File: src/rtl/mbx_pkg.sv
package mbx_pkg;

  // Classification of one mailbox write
  typedef enum logic [1:0] {
    MBX_IDLE = 2'd0,
    MBX_CHAR = 2'd1,
    MBX_PASS = 2'd2,
    MBX_FAIL = 2'd3
  } mbx_kind_e;

  localparam int unsigned MBX_CODE_W = 8;

  // Reserved result codes and the exclusive bounds of the character window
  localparam logic [MBX_CODE_W-1:0] MBX_CODE_PASS = 8'hFF;
  localparam logic [MBX_CODE_W-1:0] MBX_CODE_FAIL = 8'h01;
  localparam logic [MBX_CODE_W-1:0] MBX_CHAR_LO   = 8'h05;
  localparam logic [MBX_CODE_W-1:0] MBX_CHAR_HI   = 8'h7F;

endpackage

File: src/rtl/mbx_decode.sv
module mbx_decode
  import mbx_pkg::*;
(
  input  logic                  wr_en,
  input  logic [MBX_CODE_W-1:0] code,
  output mbx_kind_e             kind
);

  logic in_window;

  always_comb begin
    in_window = (code > MBX_CHAR_LO) && (code < MBX_CHAR_HI);
    kind      = MBX_IDLE;
    if (wr_en) begin
      if (code == MBX_CODE_PASS) begin
        kind = MBX_PASS;
      end else if (code == MBX_CODE_FAIL) begin
        kind = MBX_FAIL;
      end else if (in_window) begin
        kind = MBX_CHAR;
      end
    end
  end

endmodule

File: src/rtl/mbx_cycle.sv
module mbx_cycle #(
  parameter int unsigned CNT_W          = 32,
  parameter int unsigned TIMEOUT_CYCLES = 2_000_000,
  parameter int unsigned RELEASE_AFTER  = 5
) (
  input  logic             clk,
  input  logic             rst_n,
  output logic [CNT_W-1:0] count,
  output logic             limit_next,
  output logic             released
);

  localparam logic [CNT_W-1:0] LIMIT_M1 = CNT_W'(TIMEOUT_CYCLES - 1);
  localparam logic [CNT_W-1:0] REL_AT   = CNT_W'(RELEASE_AFTER);
  localparam logic [CNT_W-1:0] CNT_MAX  = '1;

  logic [CNT_W-1:0] cnt_q, cnt_d;
  logic             rel_q, rel_d;
  logic             cnt_en;

  // Next state: saturating count, sticky release once past the threshold
  always_comb begin
    cnt_en = (cnt_q != CNT_MAX);
    cnt_d  = cnt_q;
    if (cnt_en) begin
      cnt_d = cnt_q + 1'b1;
    end
    rel_d = rel_q | (cnt_d > REL_AT);
  end

  always_ff @(posedge clk or negedge rst_n) begin
    if (!rst_n) begin
      cnt_q <= '0;
      rel_q <= 1'b0;
    end else begin
      if (cnt_en) begin
        cnt_q <= cnt_d;
      end
      rel_q <= rel_d;
    end
  end

  assign count      = cnt_q;
  assign limit_next = (cnt_q == LIMIT_M1);
  assign released   = rel_q;

endmodule

File: src/rtl/mbx_result.sv
module mbx_result
  import mbx_pkg::*;
(
  input  logic                  clk,
  input  logic                  rst_n,
  input  mbx_kind_e             kind,
  input  logic [MBX_CODE_W-1:0] code,
  input  logic                  limit_next,
  output logic                  char_valid,
  output logic [MBX_CODE_W-1:0] char_byte,
  output logic                  pass_flag,
  output logic                  fail_flag,
  output logic                  done_flag,
  output logic                  timeout_flag
);

  logic                  cv_q, cv_d;
  logic [MBX_CODE_W-1:0] cb_q, cb_d;
  logic                  pass_q, pass_d;
  logic                  fail_q, fail_d;
  logic                  done_q, done_d;
  logic                  to_q, to_d;
  logic                  frozen;
  logic                  take_char, take_pass, take_fail, take_result;
  logic                  cb_en;

  always_comb begin
    frozen      = done_q | to_q;
    take_char   = !frozen && (kind == MBX_CHAR);
    take_pass   = !frozen && (kind == MBX_PASS);
    take_fail   = !frozen && (kind == MBX_FAIL);
    take_result = take_pass | take_fail;

    cv_d   = take_char;
    cb_en  = take_char;
    cb_d   = code;
    pass_d = pass_q | take_pass;
    fail_d = fail_q | take_fail;
    done_d = done_q | take_result;
    // A result on the budget edge wins over the timeout
    to_d   = to_q | (limit_next && !frozen && !take_result);
  end

  always_ff @(posedge clk or negedge rst_n) begin
    if (!rst_n) begin
      cv_q   <= 1'b0;
      cb_q   <= '0;
      pass_q <= 1'b0;
      fail_q <= 1'b0;
      done_q <= 1'b0;
      to_q   <= 1'b0;
    end else begin
      cv_q <= cv_d;
      if (cb_en) begin
        cb_q <= cb_d;
      end
      pass_q <= pass_d;
      fail_q <= fail_d;
      done_q <= done_d;
      to_q   <= to_d;
    end
  end

  assign char_valid   = cv_q;
  assign char_byte    = cb_q;
  assign pass_flag    = pass_q;
  assign fail_flag    = fail_q;
  assign done_flag    = done_q;
  assign timeout_flag = to_q;

endmodule

File: src/rtl/run_mailbox.sv
module run_mailbox
  import mbx_pkg::*;
#(
  parameter int unsigned DATA_W         = 64,
  parameter int unsigned CNT_W          = 32,
  parameter int unsigned TIMEOUT_CYCLES = 2_000_000,
  parameter int unsigned RELEASE_AFTER  = 5
) (
  input  logic              clk,
  input  logic              rst_n,
  input  logic              wr_en,
  input  logic [DATA_W-1:0] wr_data,
  output logic              char_valid,
  output logic [7:0]        char_byte,
  output logic              pass_flag,
  output logic              fail_flag,
  output logic              done_flag,
  output logic              timeout_flag,
  output logic              sys_rst_n,
  output logic [CNT_W-1:0]  cycle_count
);

  logic [MBX_CODE_W-1:0] code;
  mbx_kind_e             kind;
  logic                  limit_next;

  assign code = wr_data[MBX_CODE_W-1:0];

  generate
    if (DATA_W > MBX_CODE_W) begin : g_hi
      logic unused_hi;
      assign unused_hi = ^wr_data[DATA_W-1:MBX_CODE_W];
    end
  endgenerate

  mbx_decode u_decode (
    .wr_en (wr_en),
    .code  (code),
    .kind  (kind)
  );

  mbx_cycle #(
    .CNT_W          (CNT_W),
    .TIMEOUT_CYCLES (TIMEOUT_CYCLES),
    .RELEASE_AFTER  (RELEASE_AFTER)
  ) u_cycle (
    .clk        (clk),
    .rst_n      (rst_n),
    .count      (cycle_count),
    .limit_next (limit_next),
    .released   (sys_rst_n)
  );

  mbx_result u_result (
    .clk          (clk),
    .rst_n        (rst_n),
    .kind         (kind),
    .code         (code),
    .limit_next   (limit_next),
    .char_valid   (char_valid),
    .char_byte    (char_byte),
    .pass_flag    (pass_flag),
    .fail_flag    (fail_flag),
    .done_flag    (done_flag),
    .timeout_flag (timeout_flag)
  );

endmodule

File: config.mk
export PLATFORM = sky130hd
export DESIGN_NAME = run_mailbox
export DESIGN_NICKNAME = d
export VERILOG_FILES = /design/src/rtl/mbx_pkg.sv /design/src/rtl/mbx_decode.sv /design/src/rtl/mbx_cycle.sv /design/src/rtl/mbx_result.sv /design/src/rtl/run_mailbox.sv
export SDC_FILE = /design/constraint.sdc
export NUM_CORES = 1
export LEC_CHECK = 0
export BUFFER_PORTS_ARGS = -buffer_cell sky130_fd_sc_hd__buf_4
export CORE_ASPECT_RATIO = 0.5
export CORE_MARGIN = 5
export CORE_UTILIZATION = 45
export CTS_BUF_LIST = sky130_fd_sc_hd__clkbuf_8
export CTS_CLUSTER_SIZE = 14
export DETAILED_ROUTE_END_ITERATION = 6
export PLACE_DENSITY = 0.79
export SYNTH_ARGS = -nofsm -noshare
export SYNTH_HDL_FRONTEND = slang
export SYNTH_SLANG_ARGS = --single-unit
File: constraint.sdc
create_clock -name clk -period 2.31 [get_ports clk]
set_clock_uncertainty 0.2 [all_clocks]
set_input_delay 0.462 -clock clk [delete_from_list [all_inputs] [get_ports clk]]
set_output_delay 0.462 -clock clk [all_outputs]
set_load 0.02 [all_outputs]
# --- Yosys cells after proc, flatten, opt, wreduce, memory -nomap -nowiden ---
# Index checks and enable logic that the tools add are counted.
totals:
  ff_bits: 46
  inputBits: 67
  output_inout_bits: 46
  wordCells: 39
op_classes:
  n_addsub: 1
  magnitude_cmp: 3
  n_eq_ne: 7
  muxes: 5
  n_bitwise: 7
  reduce_logical: 8
op_table:
  columns: ["operator", "count"]
  rows:
  - ["adder 32 x 1 -> 32 bit (second input constant)", 1]
  - ["== test 32 x 21 -> 1 bit (second input constant)", 1]
  - ["greater-than comparator 32 x 3 -> 1 bit (second input constant)", 1]
  - ["2-to-1 mux 32 bit", 1]
  - ["!= test 32 bit (second input constant)", 1]
  - ["== test 8 x 1 -> 1 bit (second input constant)", 1]
  - ["== test 8 bit (second input constant)", 1]
  - ["greater-than comparator 8 x 3 -> 1 bit (second input constant)", 1]
  - ["less-than comparator 8 x 7 -> 1 bit (second input constant)", 1]
  - ["bitwise OR 1 bit", 7]
  - ["logical AND 1 bit", 6]
  - ["2-to-1 mux 2 bit", 3]
  - ["== test 2 bit (second input constant)", 2]
  - ["== test 2 x 1 -> 1 bit (second input constant)", 1]
  - ["logical NOT 1 bit", 2]
  - ["2-to-1 mux 1 bit", 1]

# --- Logic depth before layout (Yosys ltp) ---
# Gate-level depths: netlist of the first run.
logic_depth:
  ltp_word: 12
  mapped_depth: 10
  mapped_depth_nobuf: 8

# --- Cells and area by module ---
# A second synthesis of the first run with hierarchy kept.
hier_totals:
  hier_cells: 302
  area_unflattened_um2: 2805.2
modules_own_cells:
  columns: ["module", "instances", "cells_each", "area_each_um2", "seq_area_each_um2"]
  rows:
  - ["mbx_cycle", 1, 257, 2230.9, 825.8]
  - ["mbx_result", 1, 30, 486.7, 325.3]
  - ["mbx_decode", 1, 15, 87.6, 0.0]

# --- Worst setup path before layout of the first run ---
# OpenSTA, ideal clock, no wires.
synth_timing:
  kind: "reg2reg"
  start: "reg u_cycle.cnt_q[10] (netlist: u_cycle.count[10])"
  end: "reg u_cycle.rel_q (netlist: u_cycle.released)"
  setup_ns: 0.139
  arrival_ns: 2.379
  required_time_ns: 1.971
  path_slack_ns: -0.408
  path_stages_with_launch: 9
  path_buffers: 1
  period_less_slack_ns: 2.718
  path_cell_list: "dfrtp_1 buf_2 nand4_4 or4_4 a311oi_2 mux2i_1 o2111ai_1 nor4_1 nand4_1"
synth_via:
  elab_chain_len: 4
  word_cells_on_any_way: 5
  classes_between: "1 x add/sub; 1 x order compare; 1 x eq/ne; 1 x mux; 1 x bitwise"
synth_rtl:
  columns: ["element", "line", "source"]
  rows:
  - ["from (decl)", "mbx_cycle.sv:17", "logic [CNT_W-1:0] cnt_q, cnt_d;"]
  - ["from (signal assigned)", "mbx_cycle.sv:37", "cnt_q <= cnt_d;"]
  - ["adder 32 x 1 -> 32 bit or != test 32 bit (tied branches)", "mbx_cycle.sv:26, mbx_cycle.sv:23", null]
  - ["2-to-1 mux 32 bit (*)", "mbx_cycle.sv:25", "if (cnt_en) begin"]
  - ["greater-than comparator 32 x 3 -> 1 bit (*)", "mbx_cycle.sv:28", "rel_d = rel_q | (cnt_d > REL_AT);"]
  - ["bitwise OR 1 bit (*)", "mbx_cycle.sv:28", null]
  - ["via u_cycle.rel_d", "mbx_cycle.sv:18", "logic rel_q, rel_d;"]
  - ["to (signal assigned)", "mbx_cycle.sv:39", "rel_q <= rel_d;"]
  - ["to (decl)", "mbx_cycle.sv:18", null]
# The timed path passes the listed nets; every way through them passes the cells marked *.
# A chain may end at the register's enable or synchronous reset.

# --- Worst setup path after layout of the first run ---
layout_timing:
  start: "reg u_cycle.cnt_q[8] (netlist: u_cycle.count[8])"
  end: "reg u_cycle.rel_q (netlist: u_cycle.released)"
# Same word-level chain as after synthesis.

==> metrics, run 1 <==
status=finished with violations; violated checks=setup timing; most common cell after layout, fill and taps aside=buf_4; Setup crit end kind=flip-flop; pin count of the biggest net entering global routing=47; dominant cells by area after synthesis=dfrtp_1 42%, xnor2_1 4.2%, nand3_1 3.5%; ys flop type=dfrtp_1; Hold Path Stages=2; #FFs+latches synth=46; Ant. Diodes=0; Final HPWL DP=6310 microns; Post-DRT Antenna Nets=0; Data arrival, critical path=2.84 ns; IO Port Bufs=56; relative slew slack=55.6%; first-pass GRT wire length=14900 microns; CTS root buf=clkbuf_8; hold slack=0.197 ns; Crit. Startpoint=u_cycle.count[8]; utilization after layout=69.0%; final setup violation count=3; Worst R2R End=u_cycle.released; pwr dens=425 mW/mm^2; starting density of the core=45.7%; area leader, netlist=dfrtp_1; worst skew pair latency=0.31 ns; Syn Area/Cell=10.1 sq um; die width=120 microns; layout cells sized above 1=48.0%; WP data required=2.26 ns; Fin. Hold Viols=0; Cell Rows=20; Worst R2R Start=u_cycle.count[8]; Register Area=0.00116 sq mm; DR vias=2914; Routed WL=9780 microns; yosys warns=0; fill cell count=425; post-synth top area share=42.3%; hold endpoint=u_result.char_valid; static leakage=1.96 nW; sequential area share after synthesis=42.3%; FF-to-FF setup slack=-0.58 ns; most frequent cells in the layout=138 x buf_4, 41 x dfrtp_1, 17 x nand3_1, 16 x nand2_1, 16 x nor2_1; cts bufs inserted=5; unrepaired setup endpoints after global routing=true; gp weighted congestion=0.934; Post-synth ARST share=100%; multi-input logic area=0.00155 sq mm; routed len/inst=20.2 microns; Crit Path Max Fanout=2; Least-Margin Pin Slew=0.666 ns; Die Span Y=65.0 microns; # IOs=113; critical path type=flip-flop to flip-flop; final worst setup slack=-0.575 ns; syn_nets=337; worst vdd rail ir drop=215 uV; final cell count without fillers=485; vias in the first global route=2959; Syn-to-layout area delta=51.1%; Post-synth EDFFs=0; Cells after Synth=269; total grt overflow=0; H-tree lvl count=2; Unique masters post-synth=58; CTS Sinks=46; Final nets=475; crit share post-route=125%; number of remaining DRC errors=0; R2R cell count=8; Max Freq=347 MHz; First-pass DRT Iterations=7; Clock transition at path regs=0.10 ns; CTS tree=done; antenna violations before repair=0; Tmin final=2.89 ns; vias per cell=6.01; Die ar.=0.00779 sq mm; GRT Util Overall=24.0%; Slew Viols, Final=0; deepest clock path buffer count=2; Placed Cells=464; Max-Cap Viols=0; DR iter-0 viols=334; startpoint types=flip-flop; Core Area=0.00596 sq mm; min-delay src=wr_data[7]; Hold Crit Class=input port to flip-flop; synthesized area=0.00272 sq mm
-- where the power goes --
group	internal, mW	switching [mW]
clock	0.434	0.302
combinational	0.0765	0.0881
sequential	0.832	0.0159
-- worst max-delay path: stages, from the launching register on --
cell,delay (ns)
dfrtp_2,0.42
nand4_4,0.11
or4_4,0.56
buf_6,0.14
a2111oi_4,0.32
xor2_1,0.17
nand3b_1,0.24
nor4_4,0.38
nand4_1,0.19
-- kinds of logic after synthesis --
| family | share of synthesized area, % |
|---|---|
| AO/OA/AOI/OAI | 14.5 |
| XOR/XNOR | 7.68 |
| adder cells (fa/ha/maj) | 0.460 |
| multiplexers | 4.00 |
| buffers and inverters | 4.78 |
| AND/OR/NAND/NOR | 26.3 |
| flip-flops | 42.3 |
-- layer usage --
layer / GRT usage, % / vias to the layer above / share of wire (%)
met1: 29.9 / 1431 / 41
met3: 6.10 / 37 / 7.7
met5: 0 / - / 0
li1: - / 1277 / -
met2: 40.1 / 169 / 48
met4: 9.99 / 0 / 3.3
-- final cells by class --
type,count,share of cell area (%)
inverter,10,0.913
multi-input combinational,199,37.7
tap,77,2.34
timing repair buffer,145,27.5
clock buffer,5,1.67
clock inverter,3,1.67
sequential,46,28.1
-- sequential cells by signal (all words and copies together), names as in the netlist --
| signal | cells |
|---|---|
| u_cycle.count | 32 |
| u_result.char_byte | 8 |
| u_cycle.released | 1 |
| u_result.char_valid | 1 |
| u_result.done_flag | 1 |
| u_result.fail_flag | 1 |
| u_result.pass_flag | 1 |
| u_result.timeout_flag | 1 |
-- worst max path at each step --
stage	to	slack, ns	cells after the start
floorplan	u_cycle.released	-0.22	8
global route	u_cycle.released	-0.65	8
finish	u_cycle.released	-0.58	8
global placement	u_cycle.released	-0.44	7
CTS	u_cycle.released	-0.41	7
detailed placement	u_cycle.released	-0.41	9
-- per-stage QoR --
stage          total power, mW  area (sq um)  setup TNS (ns)  setup WS (ns)
2_1_floorplan            0.936          2760          -0.228         -0.217
3_3_place_gp              1.02          3770          -0.478         -0.437
3_5_place_dp              1.03          3770          -0.585         -0.413
4_1_cts                   1.75          3990          -0.408         -0.408
5_1_grt                   1.81          4110           -1.05         -0.651
6_report                  1.75          4110          -0.620         -0.575
-- Yosys cell counts (all sizes together), types with 2 or more instances --
cell type,instances
inv,10
clkbuf,2
and3,8
o21ai,7
nand4,13
or4,4
nor4,7
nor2,17
dfrtp,46
a31oi,5
o21a,2
a2111oi,4
nand3,19
nand2,16
mux2,7
a21o,4
nor4b,3
and2,6
and4,4
a311oi,5
a21oi,12
xnor2,14
xor2,9
nor3,11
or3,4
buf,12
mux2i,3
-- what timing repair did --
action,CTS,global route
hold endpoints to repair,46,0
buffers inserted,6,8
resized for setup,4,15
endpoints found under the setup margin,5,13
pin swaps,6,9
hold buffers,1,0
(Power assumes the default switching activity.)
==> run 2, diff against run 1 <==
==> constraint.sdc (replaced) <==
create_clock -name clk -period 2.31 [get_ports clk]
set_clock_uncertainty 0.2 [all_clocks]
set_input_delay 0.462 -clock clk [delete_from_list [all_inputs] [get_ports clk]]
set_output_delay 0.462 -clock clk [all_outputs]
set_load 0.01 [all_outputs]
==> run 2 against run 1 <==
  * Utilization fell by 2.7 points
  * Die area stayed put
  * Wire length decreased by 12%
  * Global-route usage down 2.8 points
  * Via count down 3.4%
  * Sequential power barely moved
  * The run still ends with setup timing left
==> metrics, run 2 (synthesis results as in run 1) <==
hold slack=0.187 ns (was 0.197 ns); CTS Sinks=46 (unchanged); total grt overflow=0 (unchanged); First-pass DRT Iterations=5 (was 7); Ant. Diodes=0 (unchanged); pin count of the biggest net entering global routing=47 (unchanged); cts bufs inserted=5 (unchanged); final setup violation count=1 (was 3); Fin. Hold Viols=0 (unchanged); Clock transition at path regs=0.09 ns (was 0.10 ns); Post-DRT Antenna Nets=0 (unchanged); Tmin final=2.71 ns (was 2.89 ns); Die Span Y=65.0 microns (unchanged); GRT Util Overall=21.2% (was 24.0%); IO Port Bufs=56 (unchanged); pwr dens=395 mW/mm^2 (was 425 mW/mm^2); Tot Pwr=1.56 mW (was 1.75 mW); Worst path max stage delay=0.64 ns (was 0.56 ns); Routed WL=8590 microns (was 9780 microns); Max Freq=369 MHz (was 347 MHz); power share of the clock group=36.6% (was 42.1%); Max-Cap Viols=0 (unchanged); starting density of the core=45.7% (unchanged); Final nets=466 (was 475); Die ar.=0.00779 sq mm (unchanged); sequence of cells on the critical path=nand4_1, or4_4, a311oi_4, mux2i_1, o2111ai_2, nor4_4, nand4_1 (was nand4_4, or4_4, buf_6, a2111oi_4, xor2_1, nand3b_1, nor4_4, nand4_1); sequential share of power=54.3% (was 48.5%); WP data required=2.28 ns (was 2.26 ns); Logic pwr share=9.1% (was 9.4%); critical path endpoint=u_cycle.released (unchanged); crit share post-route=117% (was 125%); worst vdd rail ir drop=205 uV (was 215 uV); Final HPWL DP=6140 microns (was 6310 microns); R2R cell count=7 (was 8); static leakage=1.89 nW (was 1.96 nW); layout cells sized above 1=44.9% (was 48.0%); DR vias=2816 (was 2914); Worst R2R End=u_cycle.released (unchanged); max reg flops=32 (unchanged); first-pass GRT wire length=13300 microns (was 14900 microns); final worst setup slack=-0.398 ns (was -0.575 ns); Net Sw Frac=24.3% (was 23.2%); CTS root buf=clkbuf_8 (unchanged); routed len/inst=18.0 microns (was 20.2 microns); Core Area=0.00596 sq mm (unchanged); number of remaining DRC errors=0 (unchanged); net switching power of the design=380 uW (was 406 uW); # IOs=113 (unchanged); Least-Margin Pin Slew=0.649 ns (was 0.666 ns); antenna violations before repair=0 (unchanged); status=finished with violations (unchanged); startpoint types=flip-flop (unchanged); critical path type=flip-flop to flip-flop (unchanged); die width=120 microns (unchanged); H-tree lvl count=2 (unchanged); vias per cell=5.92 (was 6.01); Cell Rows=20 (unchanged); CTS tree=done (unchanged); vias in the first global route=2719 (was 2959); unrepaired setup endpoints after global routing=true (unchanged); Crit. Startpoint=u_cycle.count[13] (was u_cycle.count[8]); DR iter-0 viols=258 (was 334); violated checks=setup timing (unchanged); Syn-to-layout area delta=45.2% (was 51.1%); Hold Crit Class=input port to flip-flop (unchanged); Crit-path slowest cell=or4_4 (unchanged); relative slew slack=56.7% (was 55.6%); deepest clock path buffer count=2 (unchanged); Worst R2R Start=u_cycle.count[13] (was u_cycle.count[8]); Slew Viols, Final=0 (unchanged); most frequent cells in the layout=133 x buf_4, 45 x dfrtp_1, 19 x nand3_1, 16 x nand2_1, 16 x nor2_1 (was 138 x buf_4, 41 x dfrtp_1, 17 x nand3_1, 16 x nand2_1, 16 x nor2_1); worst skew pair latency=0.31 ns (about the same); Most common cell on crit path=nand4_1; FF-to-FF setup slack=-0.40 ns (was -0.58 ns); gp weighted congestion=0.898 (was 0.934); Crit Path Max Fanout=4 (was 2); Data arrival, critical path=2.68 ns (was 2.84 ns); Setup crit end kind=flip-flop (unchanged); most common cell after layout, fill and taps aside=buf_4 (unchanged); Power Internal=1.18 mW (was 1.34 mW)
## run 2: per-layer routing
metal	vias to the layer above	wire [microns]	share of wire, %	GRT usage [%]
met3	39	604	7.0	4.10
li1	1253	-	-	-
met5	-	0	0	0
met1	1363	3580	42	27.2
met4	0	260	3.0	7.28
met2	161	4140	48	36.4
## run 2: final cells by class
type,count,area [sq um]
Clock inverter,1,8.76
Clock buffer,7,96.3
Tap cell,77,96.3
Multi-Input combinational cell,199,1520
Fill cell,447,2010
Inverter,10,37.5
Timing Repair Buffer,136,1040
Sequential cell,46,1150
## run 2: repair_timing
item	CTS	global route
endpoints found under the hold margin	46	0
hold buffers	1	0
endpoints found under the setup margin	3	9
buffers inserted	0	2
gates resized for setup	2	9
pin swaps	3	5
## run 2: through the flow
stage               setup WS [ns]  utilization [%]  instances  instance area [sq um]  TNS, ns
detailed placement         -0.465             63.1        465                   3760   -0.522
finish                     -0.398             66.3        476                   3950   -0.398
floorplan                  -0.197                -        269                   2750   -0.197
global route               -0.439             66.3        476                   3950   -0.466
global placement           -0.475             63.1        465                   3760   -0.534
CTS                        -0.416             65.3        474                   3890   -0.444
## run 2: critical path, delay by kind of cell (launching register included)
family	cells	cell delay (ns)
AO/OA/AOI/OAI	2	0.47
flip-flops	1	0.37
multiplexers	1	0.28
AND/OR/NAND/NOR	4	1.24
## run 2: how the worst min path moves through the flow
stage | from | to | slack, ns | depth (start not counted)
6_report | wr_data[7] | u_result.char_valid | 0.19 | 2
2_1_floorplan | rst_n | u_cycle.count[0] | -0.03 | 0
3_5_place_dp | u_result.fail_flag | u_result.fail_flag | 0.25 | 1
5_1_grt | wr_data[7] | u_result.char_valid | 0.19 | 2
3_3_place_gp | u_result.fail_flag | u_result.fail_flag | 0.24 | 1
4_1_cts | wr_data[7] | u_result.char_valid | 0.18 | 2
## run 2: power by group through the flow
stage | logic (mW) | registers, mW | clock network (mW)
finish | 0.142 | 0.847 | 0.572
floorplan | 0.0380 | 0.876 | 0
global route | 0.156 | 0.851 | 0.612
detailed placement | 0.144 | 0.864 | 0
global placement | 0.138 | 0.862 | 0
CTS | 0.146 | 0.848 | 0.582
